--- src/rtl/shift_stack_pkg.sv ---
package shift_stack_pkg;
  typedef enum logic [1:0] {
    OP_HOLD = 2'd0,
    OP_PUSH = 2'd1,
    OP_POP  = 2'd2
  } stack_op_e;
endpackage

--- src/rtl/stack_ctrl.sv ---
module stack_ctrl
  import shift_stack_pkg::*;
(
  input  logic      en_i,
  input  logic      push_i,
  input  logic      empty_i,
  input  logic      full_i,
  output stack_op_e op_o
);
  // Overflowing push and underflowing pop collapse to hold.
  always_comb begin
    op_o = OP_HOLD;
    if (en_i) begin
      if (push_i && !full_i)       op_o = OP_PUSH;
      else if (!push_i && !empty_i) op_o = OP_POP;
    end
  end
endmodule

--- src/rtl/stack_shifter.sv ---
module stack_shifter
  import shift_stack_pkg::*;
#(
  parameter int unsigned DEPTH = 8,
  parameter int unsigned WIDTH = 8
) (
  input  logic             clk_i,
  input  logic             rst_ni,
  input  stack_op_e        op_i,
  input  logic [WIDTH-1:0] data_i,
  output logic [WIDTH-1:0] top_o
);
  logic [WIDTH-1:0] cell_q [DEPTH];

  for (genvar k = 0; k < DEPTH; k++) begin : g_cell
    logic [WIDTH-1:0] from_above;
    logic [WIDTH-1:0] from_below;

    if (k == 0) begin : g_top
      assign from_above = data_i;
    end else begin : g_mid_a
      assign from_above = cell_q[k-1];
    end

    if (k == DEPTH - 1) begin : g_bot
      assign from_below = '0;
    end else begin : g_mid_b
      assign from_below = cell_q[k+1];
    end

    always_ff @(posedge clk_i or negedge rst_ni) begin
      if (!rst_ni) begin
        cell_q[k] <= '0;
      end else begin
        case (op_i)
          OP_PUSH: cell_q[k] <= from_above;
          OP_POP:  cell_q[k] <= from_below;
          default: cell_q[k] <= cell_q[k];
        endcase
      end
    end
  end

  assign top_o = cell_q[0];
endmodule

--- src/rtl/occupancy_ctr.sv ---
module occupancy_ctr
  import shift_stack_pkg::*;
#(
  parameter int unsigned DEPTH = 8,
  localparam int unsigned CNT_W = $clog2(DEPTH + 1)
) (
  input  logic      clk_i,
  input  logic      rst_ni,
  input  stack_op_e op_i,
  output logic      empty_o,
  output logic      full_o
);
  logic [CNT_W-1:0] cnt_q;

  always_ff @(posedge clk_i or negedge rst_ni) begin
    if (!rst_ni) begin
      cnt_q <= '0;
    end else begin
      case (op_i)
        OP_PUSH: cnt_q <= cnt_q + CNT_W'(1);
        OP_POP:  cnt_q <= cnt_q - CNT_W'(1);
        default: cnt_q <= cnt_q;
      endcase
    end
  end

  assign empty_o = (cnt_q == '0);
  assign full_o  = (cnt_q == CNT_W'(DEPTH));
endmodule

--- src/rtl/shift_stack.sv ---
module shift_stack
  import shift_stack_pkg::*;
#(
  parameter int unsigned DEPTH = 8,
  parameter int unsigned WIDTH = 8
) (
  input  logic             clk_i,
  input  logic             rst_ni,
  input  logic             en_i,
  input  logic             push_i,
  input  logic [WIDTH-1:0] data_i,
  output logic [WIDTH-1:0] top_o,
  output logic             empty_o,
  output logic             full_o
);
  stack_op_e op;

  stack_ctrl i_ctrl (
    .en_i    (en_i),
    .push_i  (push_i),
    .empty_i (empty_o),
    .full_i  (full_o),
    .op_o    (op)
  );

  stack_shifter #(.DEPTH(DEPTH), .WIDTH(WIDTH)) i_shifter (
    .clk_i  (clk_i),
    .rst_ni (rst_ni),
    .op_i   (op),
    .data_i (data_i),
    .top_o  (top_o)
  );

  occupancy_ctr #(.DEPTH(DEPTH)) i_ctr (
    .clk_i   (clk_i),
    .rst_ni  (rst_ni),
    .op_i    (op),
    .empty_o (empty_o),
    .full_o  (full_o)
  );
endmodule

--- config.mk ---
export PLATFORM = sky130hd
export DESIGN_NAME = shift_stack
export DESIGN_NICKNAME = d
export VERILOG_FILES = /design/src/rtl/shift_stack_pkg.sv /design/src/rtl/stack_ctrl.sv /design/src/rtl/stack_shifter.sv /design/src/rtl/occupancy_ctr.sv /design/src/rtl/shift_stack.sv
export SDC_FILE = /design/constraint.sdc
export NUM_CORES = 1
export LEC_CHECK = 0
export CAP_MARGIN = 20
export CORE_MARGIN = 1.5
export CORE_UTILIZATION = 55
export CTS_BUF_LIST = sky130_fd_sc_hd__clkbuf_8 sky130_fd_sc_hd__clkbuf_16
export CTS_CLUSTER_SIZE = 20
export DETAILED_ROUTE_END_ITERATION = 8
export DONT_BUFFER_PORTS = 1
export GPL_ROUTABILITY_DRIVEN = 0
export PLACE_DENSITY_LB_ADDON = 0.12
export SYNTH_ARGS = -nofsm -noshare
export SYNTH_HDL_FRONTEND = slang
export SYNTH_SLANG_ARGS = --single-unit
--- constraint.sdc ---
create_clock -name clk_i -period 3.05 [get_ports clk_i]
set_input_delay 0.1525 -clock clk_i [delete_from_list [all_inputs] [get_ports clk_i]]
set_output_delay 0.1525 -clock clk_i [all_outputs]
set_load 0.01 [all_outputs]
# Yosys cells after proc, flatten, opt, wreduce, memory -nomap -nowiden
# Cells that the tools add are included.
# W data, S select, Z words.
classes:
  addsub: 2
  n_mul: 0
  n_div: 0
  order_cmp: 0
  eq_ne: 3
  shifts: 0
  mux: 12
  n_bitwise: 0
  reduce_logical: 7
op_table:
  columns: ["cell", "n"]
  rows:
  - ["$pmux W8 S2", 8]
  - ["$pmux W4 S2", 1]
  - ["$mux W2", 3]
  - ["$add A4 B1 Y4 const B", 1]
  - ["$eq A4 B4 Y1 const B", 1]
  - ["$logic_not A4 Y1", 1]
  - ["$sub A4 B1 Y4 const B", 1]
  - ["$logic_not A1 Y1", 3]
  - ["$eq A2 B1 Y1 const B", 1]
  - ["$eq A2 B2 Y1 const B", 1]
  - ["$logic_and A1 B1 Y1", 2]
  - ["$reduce_bool A2 Y1", 1]
word_totals:
  register_bits: 68
  latch_bits: 0
  mem_bits_rw: 0
  rom_bits: 0
  inputBits: 12
  out_inout_bits: 10
  wordCells: 33
  memories: 0

# Depth between registers and ports, before layout
# Gate-level depths: netlist (run 1).
depth:
  depth_word: 8
  ltp_mapped: 9
  mapped_depth_nobuf: 7

# Modules after synthesis
# From an unflattened synthesis (run 1), not the netlist that was laid out.
hier_totals:
  hier_cells: 312
  area_unflattened_um2: 3349.5
modules_own_cells:
  columns: ["module", "n_inst", "cells_each", "area_each_um2", "seq_area_each_um2"]
  rows:
  - ["stack_shifter", 1, 279, 2982.9, 1601.5]
  - ["occupancy_ctr", 1, 31, 345.3, 100.1]
  - ["stack_ctrl", 1, 2, 21.3, 0.0]

# Least setup slack after synthesis (run 1)
# OpenSTA, ideal clock, no wires.
synth_path:
  path_kind: "register -> register"
  from: "register i_ctr.cnt_q[0]"
  to: "register i_ctr.cnt_q[2]"
  setup_ns: 0.132
  t_arrival_ns: 2.388
  required_ns: 2.918
  slack_ns: 0.530
  stages_incl_launch_ff: 10
  period_less_slack_ns: 2.520
  cell_sequence: "dfrtp_1 > nor4b_1 > nand3b_1 > ha_1 > buf_2 > buf_2 > inv_2 > fa_1 > xor2_1 > o21ai_1"
synth_via:
  elab_cells_between_ends: 15
  cone_classes: "add/sub (2); eq/ne (3); mux (4); reduce/logical (6)"
synth_rtl:
  columns: ["element", "line", "text"]
  rows:
  - ["from (decl)", "occupancy_ctr.sv:13", "logic [CNT_W-1:0] cnt_q;"]
  - ["from (signal assigned)", "occupancy_ctr.sv:20", "OP_PUSH: cnt_q <= cnt_q + CNT_W'(1);"]
  - ["from (signal assigned)", "occupancy_ctr.sv:21", "OP_POP: cnt_q <= cnt_q - CNT_W'(1);"]
  - ["from (signal assigned)", "occupancy_ctr.sv:22", "default: cnt_q <= cnt_q;"]
  - ["$eq A4 B4 Y1 (*)", "occupancy_ctr.sv:28", "assign full_o = (cnt_q == CNT_W'(DEPTH));"]
  - ["via full_o", "shift_stack.sv:14", "output logic full_o"]
  - ["$logic_not A1 Y1 (*)", "stack_ctrl.sv:14", "if (push_i && !full_i) op_o = OP_PUSH;"]
  - ["$logic_and A1 B1 Y1 (*)", "stack_ctrl.sv:14", null]
  - ["$mux W2 (*)", "stack_ctrl.sv:14", null]
  - ["$mux W2 (*)", "stack_ctrl.sv:13", "if (en_i) begin"]
  - ["$eq A2 B2 Y1 / $eq A2 B1 Y1 (equally long branches)", "occupancy_ctr.sv:19", "case (op_i)"]
  - ["$pmux W4 S2 / $reduce_bool A2 Y1 (equally long branches)", null, null]
# Mark *: on every way through the listed nets, which the timed path passes. The rest lies on a longest branch.
# A chain may end at the register's enable or synchronous reset.

# Final worst setup path (run 1)
layout_path:
  from: "register i_ctr.cnt_q[0]"
  to: "register i_ctr.cnt_q[3]"
layout_via:
  elab_chain_len: 8
  elab_cells_between_ends: 15
  cone_classes: "add/sub (2); eq/ne (3); mux (4); reduce/logical (6)"
layout_rtl:
  columns: ["element", "line", "text"]
  rows:
  - ["$logic_not A4 Y1", "occupancy_ctr.sv:27", "assign empty_o = (cnt_q == '0);"]
  - ["$logic_not A1 Y1", "stack_ctrl.sv:15", "else if (!push_i && !empty_i) op_o = OP_POP;"]
  - ["$logic_and A1 B1 Y1", "stack_ctrl.sv:15", null]
  - ["$mux W2", "stack_ctrl.sv:15", null]
  - ["$mux W2", "stack_ctrl.sv:14", null]
  - ["$mux W2", "stack_ctrl.sv:13", null]
  - ["$eq A2 B2 Y1 / $eq A2 B1 Y1 (equally long branches)", "occupancy_ctr.sv:19", null]
  - ["$pmux W4 S2 / $reduce_bool A2 Y1 (equally long branches)", null, null]
# Several ways; a longest one is shown, not always the timed one.

==> results of run 1 <==
[kinds of logic (layout without fill, tap and decap cells)]
logic type                 after synthesis  after routing  share of synthesized area [%]
and+or+nand+nor                         83             83                          10.86
AOI/OAI and AO/OA                       70             70                          11.37
DFF                                     68             68                          53.31
muxes                                   58             58                          18.23
buffers and inverters                   26             34                          3.881
adders and majority gates                4              4                          1.803
xor gates and xnor gates                 2              2                         0.5489
[layout by cell type (no fill, tap or decap), types with 2 or more instances in the layout]
| cell type | netlist | final |
|---|---|---|
| sky130_fd_sc_hd__dlygate4sd3_1 | 0 | 8 |
| sky130_fd_sc_hd__o21ai_1 | 65 | 65 |
| sky130_fd_sc_hd__inv_1 | 3 | 5 |
| sky130_fd_sc_hd__mux2i_1 | 57 | 57 |
| sky130_fd_sc_hd__a21oi_1 | 2 | 2 |
| sky130_fd_sc_hd__ha_1 | 3 | 2 |
| sky130_fd_sc_hd__nand2_1 | 73 | 73 |
| sky130_fd_sc_hd__dfrtp_1 | 68 | 68 |
| sky130_fd_sc_hd__nor3b_1 | 4 | 4 |
| sky130_fd_sc_hd__nand3_1 | 2 | 2 |
| sky130_fd_sc_hd__clkbuf_8 | 0 | 14 |
| sky130_fd_sc_hd__buf_4 | 0 | 4 |
[power by group through the flow]
stage | clock, mW | combinational, mW | sequential, mW
finish | 0.722 | 0.894 | 1.62
detailed placement | 0 | 0.875 | 1.64
CTS | 0.743 | 0.907 | 1.62
global placement | 0 | 0.843 | 1.63
floorplan | 0 | 0.762 | 1.53
global route | 0.774 | 1.05 | 1.68
[sequential cells by signal, indices dropped and copies added (netlist names)]
name and count:
i_shifter.g_cell.from_below 56, i_ctr.cnt_q 4, i_shifter.top_o 8
[metrics by stage]
stage | worst slack, ns | instances
final | 0.5161 | 391
after global routing | 0.3211 | 391
after CTS | 0.5195 | 391
after detailed placement | 0.5158 | 366
after global placement | 0.6011 | 366
after floorplan | 0.5302 | 311
[how the worst min path moves through the flow]
stage	start	end	cells after the start
2_1_floorplan	rst_ni	i_ctr.cnt_q[0]	0
3_3_place_gp	rst_ni	i_ctr.cnt_q[1]	0
3_5_place_dp	rst_ni	i_ctr.cnt_q[2]	0
4_1_cts	data_i[1]	i_shifter.top_o[1]	2
5_1_grt	data_i[1]	i_shifter.top_o[1]	2
6_report	data_i[1]	i_shifter.top_o[1]	2
[worst max-delay path, stage by stage, from the launching register on]
cell	delay (ns)
sky130_fd_sc_hd__dfrtp_1	0.44
sky130_fd_sc_hd__nor4b_1	0.34
sky130_fd_sc_hd__buf_4	0.19
sky130_fd_sc_hd__nand3b_1	0.15
sky130_fd_sc_hd__ha_4	0.28
sky130_fd_sc_hd__ha_1	0.32
sky130_fd_sc_hd__or4b_1	0.48
sky130_fd_sc_hd__o311ai_1	0.10
sky130_fd_sc_hd__o211ai_1	0.12
[layer usage]
metal,part of all wire (%),vias up
met3,3.1,8
met2,48,28
met4,1.3,0
met5,0,-
li1,-,1074
met1,48,989
[final cells by class]
type | instances | share of cell area [%]
multi-input cells | 217 | 38.91
clock buffers | 14 | 5.438
clock inverters | 2 | 0.2119
flip-flops and latches | 68 | 48.02
inverters | 4 | 0.4237
repair buffers | 14 | 4.449
well taps | 72 | 2.542
==> metrics.yaml, run 1 <==
floorplanning:
  floorplan.die_area_um2: 6269
  io_pins: 22
  fp.dieH_um: 79.18
  num_rows: 27
  initial_utilization_pct: 57.61
  fp.dieW_um: 79.18
  core_region_area_um2: 5540
place:
  portBuffers: 0
  hpwlAfterDp_um: 3237
  placement_stage_cell_area_um2: 3236
pwr:
  power.total_mw: 3.233
  p_leak_nw: 1.491
  ir_worst_vdd_v: 0.0006569
  power.sequential.fraction_pct: 50.0
  power_switching_mw: 1.139
  power.share.clock_pct: 22.3
  power_per_cell_area_nw_per_um2: 912.3
  power.combinational.fraction_pct: 27.7
  cell_internal_pwr_mw: 2.093
  power_switching_share_pct: 35.24
status:
  run_status: "complete, no violations"
worst_setup_path:
  setup.worst_path.start: "i_ctr.cnt_q[0]"
  critPathRequiredTime_ns: 3.28
  reg_to_reg_startpoint: "i_ctr.cnt_q[0]"
  regToRegEndpoint: "i_ctr.cnt_q[3]"
  cp_max_fo: 15
  worst_setup_path_start_kind: "flop"
  timing.reg2reg.setup_slack_ns: 0.52
  timing.reg2reg.worst_path_depth: 8
  crit_arrival_ns: 2.76
  crit_type: "reg2reg"
  critical_path.endpoint: "i_ctr.cnt_q[3]"
  worst_setup_path_end_kind: "flop"
drt:
  route.detailed.vias_per_inst: 5.368
  drt_iter0_markers: 134
  drt.antenna.violating_nets: 0
  vias: 2099
  drt_drc_violations_left: 0
  detail_route.first_pass.iterations: 4
  routedWlPerCell_um: 13.88
  totalWireLength_um: 5429
timing:
  timing.fmax_ghz: 0.3946
  slew-limit-headroom_pct: 65.23
  report.final.slew_viol_count: 0
  finalWorstPathRequiredPeriod_ns: 2.534
  worst-slew-pin-transition_ns: 0.5216
  setup-tns-final_ns: 0
  setup_repair_after_global_routing_missed_its_margin: "false"
  report.final.hold_viol_count: 0
  whs_ns: 0.01859
  setup_violations: 0
  timing.clock.skew_ns: 0.01000
  share_of_the_clock_period_used_by_the_worst_path_after_layout_pct: 83.08
clock_network:
  cts.repair.resized: 0
  clockRootBuffer: "sky130_fd_sc_hd__clkbuf_8"
  h-tree-depth: 3
  clock-sinks: 68
  cts_tree: "done"
  numCtsBuffers: 9
  ctsLongestPathBuffers: 2
  clkTransAtPathRegs_ns: 0.07
  later_pin_clock_latency_in_the_skew_report_ns: 0.34
  post_cts_hold_buffer_count: 9
  count_of_buffers_added_by_post_cts_timing_repair_for_setup: 0
global_routing:
  grtUsageTotal_pct: 19.96
  gr-usage-met1_pct: 24.75
  grt_pass1_wl_um: 9522
  grt_antenna_before_repair: 0
  global_route.usage.met3_pct: 5.632
  grt_start_max_net_pins: 136
  grt-ovfl-total: 0
  first_global_vias: 2111
  grt.busiest_layer: "met2"
  grt_use_met2_pct: 32.74
final_layout:
  layout_overhead_on_the_synthesized_area_pct: 11.02
  n_antenna_cell: 0
  seqCellArea_um2: 1702
  multi_input_comb_area_um2: 1379
  finalInstanceArea_um2: 3543
  final_core_utilization_pct: 63.96
  fill_cells: 468
  share_of_cells_above_drive_strength_1_pct: 6.897
  final_net_count: 330
logic_synthesis:
  yosys-top-cells-area: "sky130_fd_sc_hd__dfrtp_1 53%, sky130_fd_sc_hd__mux2i_1 18%, sky130_fd_sc_hd__o21ai_1 10%"
  synth-edff-count: 0
  ys_dominant_reg_cell: "sky130_fd_sc_hd__dfrtp_1"
  synth.most_common_cell: "sky130_fd_sc_hd__nand2_1"
  ys_top_cells_by_count: "73 x sky130_fd_sc_hd__nand2_1, 68 x sky130_fd_sc_hd__dfrtp_1, 65 x sky130_fd_sc_hd__o21ai_1"
  synth_async_sr_flop_share_pct: 100.0
  postSynthAreaPerCell_um2: 10.26
  synthDominantCellAreaShare_pct: 53.31
  synth-warning-count: 0
  syn-num-nets: 327
  synth_cells: 311
  cell_type_with_the_largest_total_area_after_synthesis: "sky130_fd_sc_hd__dfrtp_1"
  netlist_area_um2: 3192
  ys_ff_latch: 68
  yosysSeqAreaShare_pct: 53.31
  synth_cell_type_count: 24
run:
  max_cap_viol_count: 0
worst_hold_path:
  timing.hold.worst.class: "in2reg"
No activity file was read; power rests on OpenSTA's default activity.
==> run 2, diff against run 1 <==
- clock period: 3.05 -> 2.4 ns (I/O delays scaled with it)
==> run 2 against run 1 <==
  * Count of clock-buffer cells in the layout down 5
  * Combinational power is 35% higher
  * Register-to-register slack worse by 0.36 ns
  * Sequential share of layout area fell by 2.1 points
  * Largest cell class unchanged
  * Largest power group unchanged
==> metrics.yaml, run 2 (synthesis gave the netlist of run 1 again) <==
drt:
  drt.antenna.violating_nets: 0
  routedWlPerCell_um: 14.73
  total_met2_wirelength_after_detailed_routing_um: 2868
  route.detailed.vias_per_inst: 5.348
  routed.top_layer: "met4"
  vias: 2123
  detail_route.first_pass.iterations: 6
  drt_drc_violations_left: 0
  routed-wl-met3_um: 145
  routedLengthMet1_um: 2711
  drt_iter0_markers: 122
  totalWireLength_um: 5847
clock_network:
  cts_tree: "done"
  ctsLongestPathBuffers: 2
  clockRootBuffer: "sky130_fd_sc_hd__clkbuf_8"
  clock-sinks: 68
  clkTransAtPathRegs_ns: 0.08
  later_pin_clock_latency_in_the_skew_report_ns: 0.34
  h-tree-depth: 3
  numCtsBuffers: 9
global_routing:
  grt_pass1_wl_um: 9377
  grt_start_max_net_pins: 97
  grtUsageTotal_pct: 19.64
  grt_antenna_before_repair: 0
  first_global_vias: 2106
  grt-ovfl-total: 0
worst_setup_path:
  crit_arrival_ns: 2.47
  worst_setup_path_start_kind: "flop"
  slowest_delay_ns: 0.48
  worst_setup_path_end_kind: "flop"
  cp_top_family: "simple AND/OR/NAND/NOR gates"
  critPathRequiredTime_ns: 2.63
  cpMaxStageDelayCell: "sky130_fd_sc_hd__or4b_1"
  timing.reg2reg.worst_path_depth: 7
  critical_path.cell_chain: "nor4_2 -> nor3b_1 -> ha_4 -> ha_1 -> or4b_1 -> o311ai_1 -> o211ai_1"
  crit_type: "reg2reg"
  worst-path-stages: 7
  timing.reg2reg.setup_slack_ns: 0.15
  worstPathBufferInverterCount: 0
  cp_max_fo: 5
worst_hold_path:
  timing.hold.worst.class: "in2async"
place:
  place_ws_ns: 0.1030
  hpwlAfterDp_um: 3210
  place_inst: 368
  placement_stage_cell_area_um2: 3269
  portBuffers: 0
floorplanning:
  core_region_area_um2: 5540
  fp.dieW_um: 79.18
  num_rows: 27
  io_pins: 22
  initial_utilization_pct: 57.61
  fp.dieH_um: 79.18
  floorplan.die_area_um2: 6269
final_layout:
  final_net_count: 336
  most_common_cell_after_layout_fill_and_taps_aside: "sky130_fd_sc_hd__nand2_1"
  finalInstanceArea_um2: 3704
  n_antenna_cell: 0
  layout.cells.non_filler: 397
  share_of_cells_above_drive_strength_1_pct: 9.538
  most-common-layout-cells: "73 x sky130_fd_sc_hd__nand2_1, 68 x sky130_fd_sc_hd__dfrtp_1, 65 x sky130_fd_sc_hd__o21ai_1"
  final_core_utilization_pct: 66.85
  layout_overhead_on_the_synthesized_area_pct: 16.03
  largest_reg_flops: 56
timing:
  report.final.hold_viol_count: 0
  setup-tns-final_ns: 0
  timing.fmax_ghz: 0.4447
  setup_violations: 0
  worst-slew-pin-transition_ns: 0.3521
  share_of_the_clock_period_used_by_the_worst_path_after_layout_pct: 93.69
  report.final.slew_viol_count: 0
  finalWorstPathRequiredPeriod_ns: 2.249
  whs_ns: 0.3144
  timing.clock.skew_ns: 0.009864
  finalWorstSetupSlack_ns: 0.1514
  setup_repair_after_global_routing_missed_its_margin: "false"
  slew-limit-headroom_pct: 76.53
status:
  run_status: "complete, no violations"
run:
  max_cap_viol_count: 0
pwr:
  ir_worst_vdd_v: 0.0006723
  p_leak_nw: 1.556
  power_per_cell_area_nw_per_um2: 1217
  power.total_mw: 4.509
[run 2: cell count changes in the layout (fill, tap and decap cells not counted), sizes merged]
cell / before / now
dlygate4sd3: 8 / 9
inv: 6 / 4
bufinv: 0 / 4
clkinv: 0 / 3
buf: 6 / 10
clkbuf: 14 / 10
[run 2: per-layer routing]
metal  global-route usage [%]  vias up
li1                         -     1088
met1                    23.23      999
met3                    3.448       10
met5                        0        -
met4                    11.58        0
met2                    33.42       26
[run 2: worst paths after layout]
path,startpoint,end
setup / recovery,i_ctr.cnt_q[1],i_ctr.cnt_q[3]
hold / removal,rst_ni,i_ctr.cnt_q[0]
setup reg to reg,i_ctr.cnt_q[1],i_ctr.cnt_q[3]
hold reg to reg,i_shifter.g_cell[6].from_below[0],i_shifter.g_cell[6].from_below[0]
max in group asynchronous,rst_ni,i_shifter.g_cell[1].from_below[7]
min in group clk_i,push_i,i_ctr.cnt_q[3]
[run 2: area by class of cell]
cell class / instances / area [um^2]
clock buffers: 9 / 123.9
clock inverters: 7 / 138.9
fillers: 460 / 1837
inverters: 4 / 15.01
multi-input cells: 217 / 1391
flip-flops and latches: 68 / 1702
well taps: 72 / 90.09
repair buffers: 20 / 242.7
[run 2: power breakdown]
part           internal [mW]  switching [mW]  leakage (nW)  total [mW]
Clock                  0.793           0.441         0.133        1.23
Sequential              1.63           0.433         0.889        2.06
Combinational          0.567           0.646         0.533        1.21
[run 2: what timing repair did]
item | in CTS | in global routing
endpoints found under the setup margin | 0 | 1
hold buffers | 10 | 0
endpoints found under the hold margin | 76 | 0
gates resized for setup | 0 | 2
setup buffers | 0 | 2
==> run 3, diff against run 2 <==
- CELL_PAD_IN_SITES_DETAIL_PLACEMENT: default -> 1
- CELL_PAD_IN_SITES_GLOBAL_PLACEMENT: default -> 1
- CORE_UTILIZATION: 55 -> 50
- GPL_TIMING_DRIVEN: default -> 0
==> run 3 against run 2 <==
  * Wire length increased by 45%
  * Register-to-register slack worse by 0.07 ns
  * Setup slack worse by 0.066 ns
  * Sequential share of layout area decreased by 0.27 points
  * Critical path depth did not move
  * Clock power shrank 22%
  * Fmax is 2.8% lower
  * Core utilization fell by 4.9 points
  * Hold slack gained 0.022 ns
  * First-iteration DRC count is 5.7% higher
  * Largest power group unchanged
  * Highest routed layer unchanged
==> metrics.yaml, run 3 (synthesis gave the netlist of run 1 again) <==
final_layout:
  largest_reg_flops: 56
  share_of_cells_above_drive_strength_1_pct: 13.99
  final_core_utilization_pct: 61.92
  most_common_cell_after_layout_fill_and_taps_aside: "sky130_fd_sc_hd__nand2_1"
  seqCellArea_um2: 1704
  multi_input_comb_area_um2: 1423
  most-common-layout-cells: "73 x sky130_fd_sc_hd__nand2_1, 66 x sky130_fd_sc_hd__dfrtp_1, 65 x sky130_fd_sc_hd__o21ai_1"
  n_antenna_cell: 0
  fill_cells: 659
  final_net_count: 354
  layout_overhead_on_the_synthesized_area_pct: 16.90
clock_network:
  later_pin_clock_latency_in_the_skew_report_ns: 0.34
  clock-sinks: 68
  clockRootBuffer: "sky130_fd_sc_hd__clkbuf_8"
  cts_tree: "done"
  numCtsBuffers: 9
  ctsLongestPathBuffers: 2
  clkTransAtPathRegs_ns: 0.07
  h-tree-depth: 3
worst_setup_path:
  cpMaxStageDelayCell: "sky130_fd_sc_hd__or4b_1"
  worst_setup_path_end_kind: "flop"
  critPathRequiredTime_ns: 2.63
  slowest_delay_ns: 0.48
  cp_max_fo: 5
  crit_arrival_ns: 2.54
  worst_setup_path_start_kind: "flop"
  crit_type: "reg2reg"
  critical_path.cell_chain: "nor4b_4 -> nand3b_1 -> ha_4 -> ha_2 -> or4b_1 -> o311ai_1 -> o211ai_1"
timing:
  timing.fmax_ghz: 0.4321
  worst-slew-pin-transition_ns: 0.6461
  timing.clock.skew_ns: 0.005283
  slew-limit-headroom_pct: 56.92
  share_of_the_clock_period_used_by_the_worst_path_after_layout_pct: 96.43
  setup_violations: 0
  report.final.slew_viol_count: 0
  finalWorstPathRequiredPeriod_ns: 2.314
  report.final.hold_viol_count: 0
pwr:
  power_switching_share_pct: 38.67
  power.sequential.fraction_pct: 47.4
  power.combinational.fraction_pct: 31.2
  power_switching_mw: 1.742
  p_leak_nw: 1.577
  power.total_mw: 4.504
  power_per_cell_area_nw_per_um2: 1207
  power.share.clock_pct: 21.4
  cell_internal_pwr_mw: 2.762
  ir_worst_vdd_v: 0.0006050
run:
  max_cap_viol_count: 0
global_routing:
  grtUsageTotal_pct: 26.08
  grt_pass1_wl_um: 13990
  grt_start_max_net_pins: 69
  first_global_vias: 2589
  grt-ovfl-total: 0
  grt_antenna_before_repair: 0
drt:
  route.detailed.vias_per_inst: 5.842
  drt.antenna.violating_nets: 0
  drt_iter0_markers: 129
  drt_drc_violations_left: 0
  routedWlPerCell_um: 20.34
  vias: 2442
  detail_route.first_pass.iterations: 4
  totalWireLength_um: 8504
floorplanning:
  core_region_area_um2: 6026
  num_rows: 28
  fp.dieH_um: 82.90
  fp.dieW_um: 82.90
  initial_utilization_pct: 52.97
  io_pins: 22
  floorplan.die_area_um2: 6872
place:
  hpwlAfterDp_um: 5370
  portBuffers: 0
worst_hold_path:
  timing.hold.worst.class: "in2async"
status:
  run_status: "complete, no violations"
==> run 3: layout make-up <==
class	count	area share [%]
clock inverter	5	1.375
inverter	4	0.4695
clock buffer	11	4.058
tap	75	2.515
sequential	68	45.67
buffer	22	3.488
multi-input combinational	217	38.13
timing repair buffer	16	4.292
==> run 3: through the flow <==
step	std cells	setup TNS [ns]	hold WS, ns	worst slack (ns)	area (um^2)
global route	418	-0.007635	0.3752	-0.007635	3731
finish	418	0	0.3365	0.08570	3731
CTS	413	0	0.3469	0.02906	3666
global placement	386	-0.9574	-0.1741	-0.3079	3292
floorplan	311	0	-0.1756	0.01415	3198
detailed placement	386	-5.384	-0.1736	-0.3945	3292
==> run 3: final timing paths <==
check                      slack (ns)                           endpoint                               from  depth (start not counted)
setup / recovery                 0.09                     i_ctr.cnt_q[3]                     i_ctr.cnt_q[1]                          7
hold / removal                   0.34  i_shifter.g_cell[3].from_below[0]                             rst_ni                          2
setup reg to reg                 0.09                     i_ctr.cnt_q[3]                     i_ctr.cnt_q[1]                          7
hold reg to reg                  0.50  i_shifter.g_cell[6].from_below[2]  i_shifter.g_cell[6].from_below[2]                          2
max in group asynchronous        1.77                 i_shifter.top_o[7]                             rst_ni                          2
min in group clk_i               0.45                     i_ctr.cnt_q[3]                             push_i                          5
==> run 3: worst max-delay path: cells and delay by family, from the launching register on <==
kind | cells | cell delay, ns
AO/OA/AOI/OAI | 2 | 0.21
flip-flops | 1 | 0.46
AND/OR/NAND/NOR | 3 | 1.04
adder cells (fa/ha/maj) | 2 | 0.49
==> run 3: metal layers <==
layer,GRT usage [%],routed length (um)
met5,0,0
met4,7.879,122
met3,4.175,385
met2,43.02,4176
met1,35.71,3820
==> run 3: repair_timing <==
action | in CTS | in global routing
gates cloned | 0 | 1
pin swaps | 1 | 3
hold buffers | 10 | 0
setup endpoints to repair | 62 | 17
setup buffers | 1 | 4
gates resized for setup | 12 | 6
hold endpoints to repair | 76 | 0
==> run 3: power groups by stage <==
stage / sequential (mW) / combinational [mW] / clock (mW)
floorplan: 1.95 / 0.971 / 0
global placement: 2.09 / 1.15 / 0
detailed placement: 2.13 / 1.24 / 0
CTS: 2.13 / 1.35 / 0.970
global route: 2.20 / 1.58 / 1.02
finish: 2.13 / 1.40 / 0.965
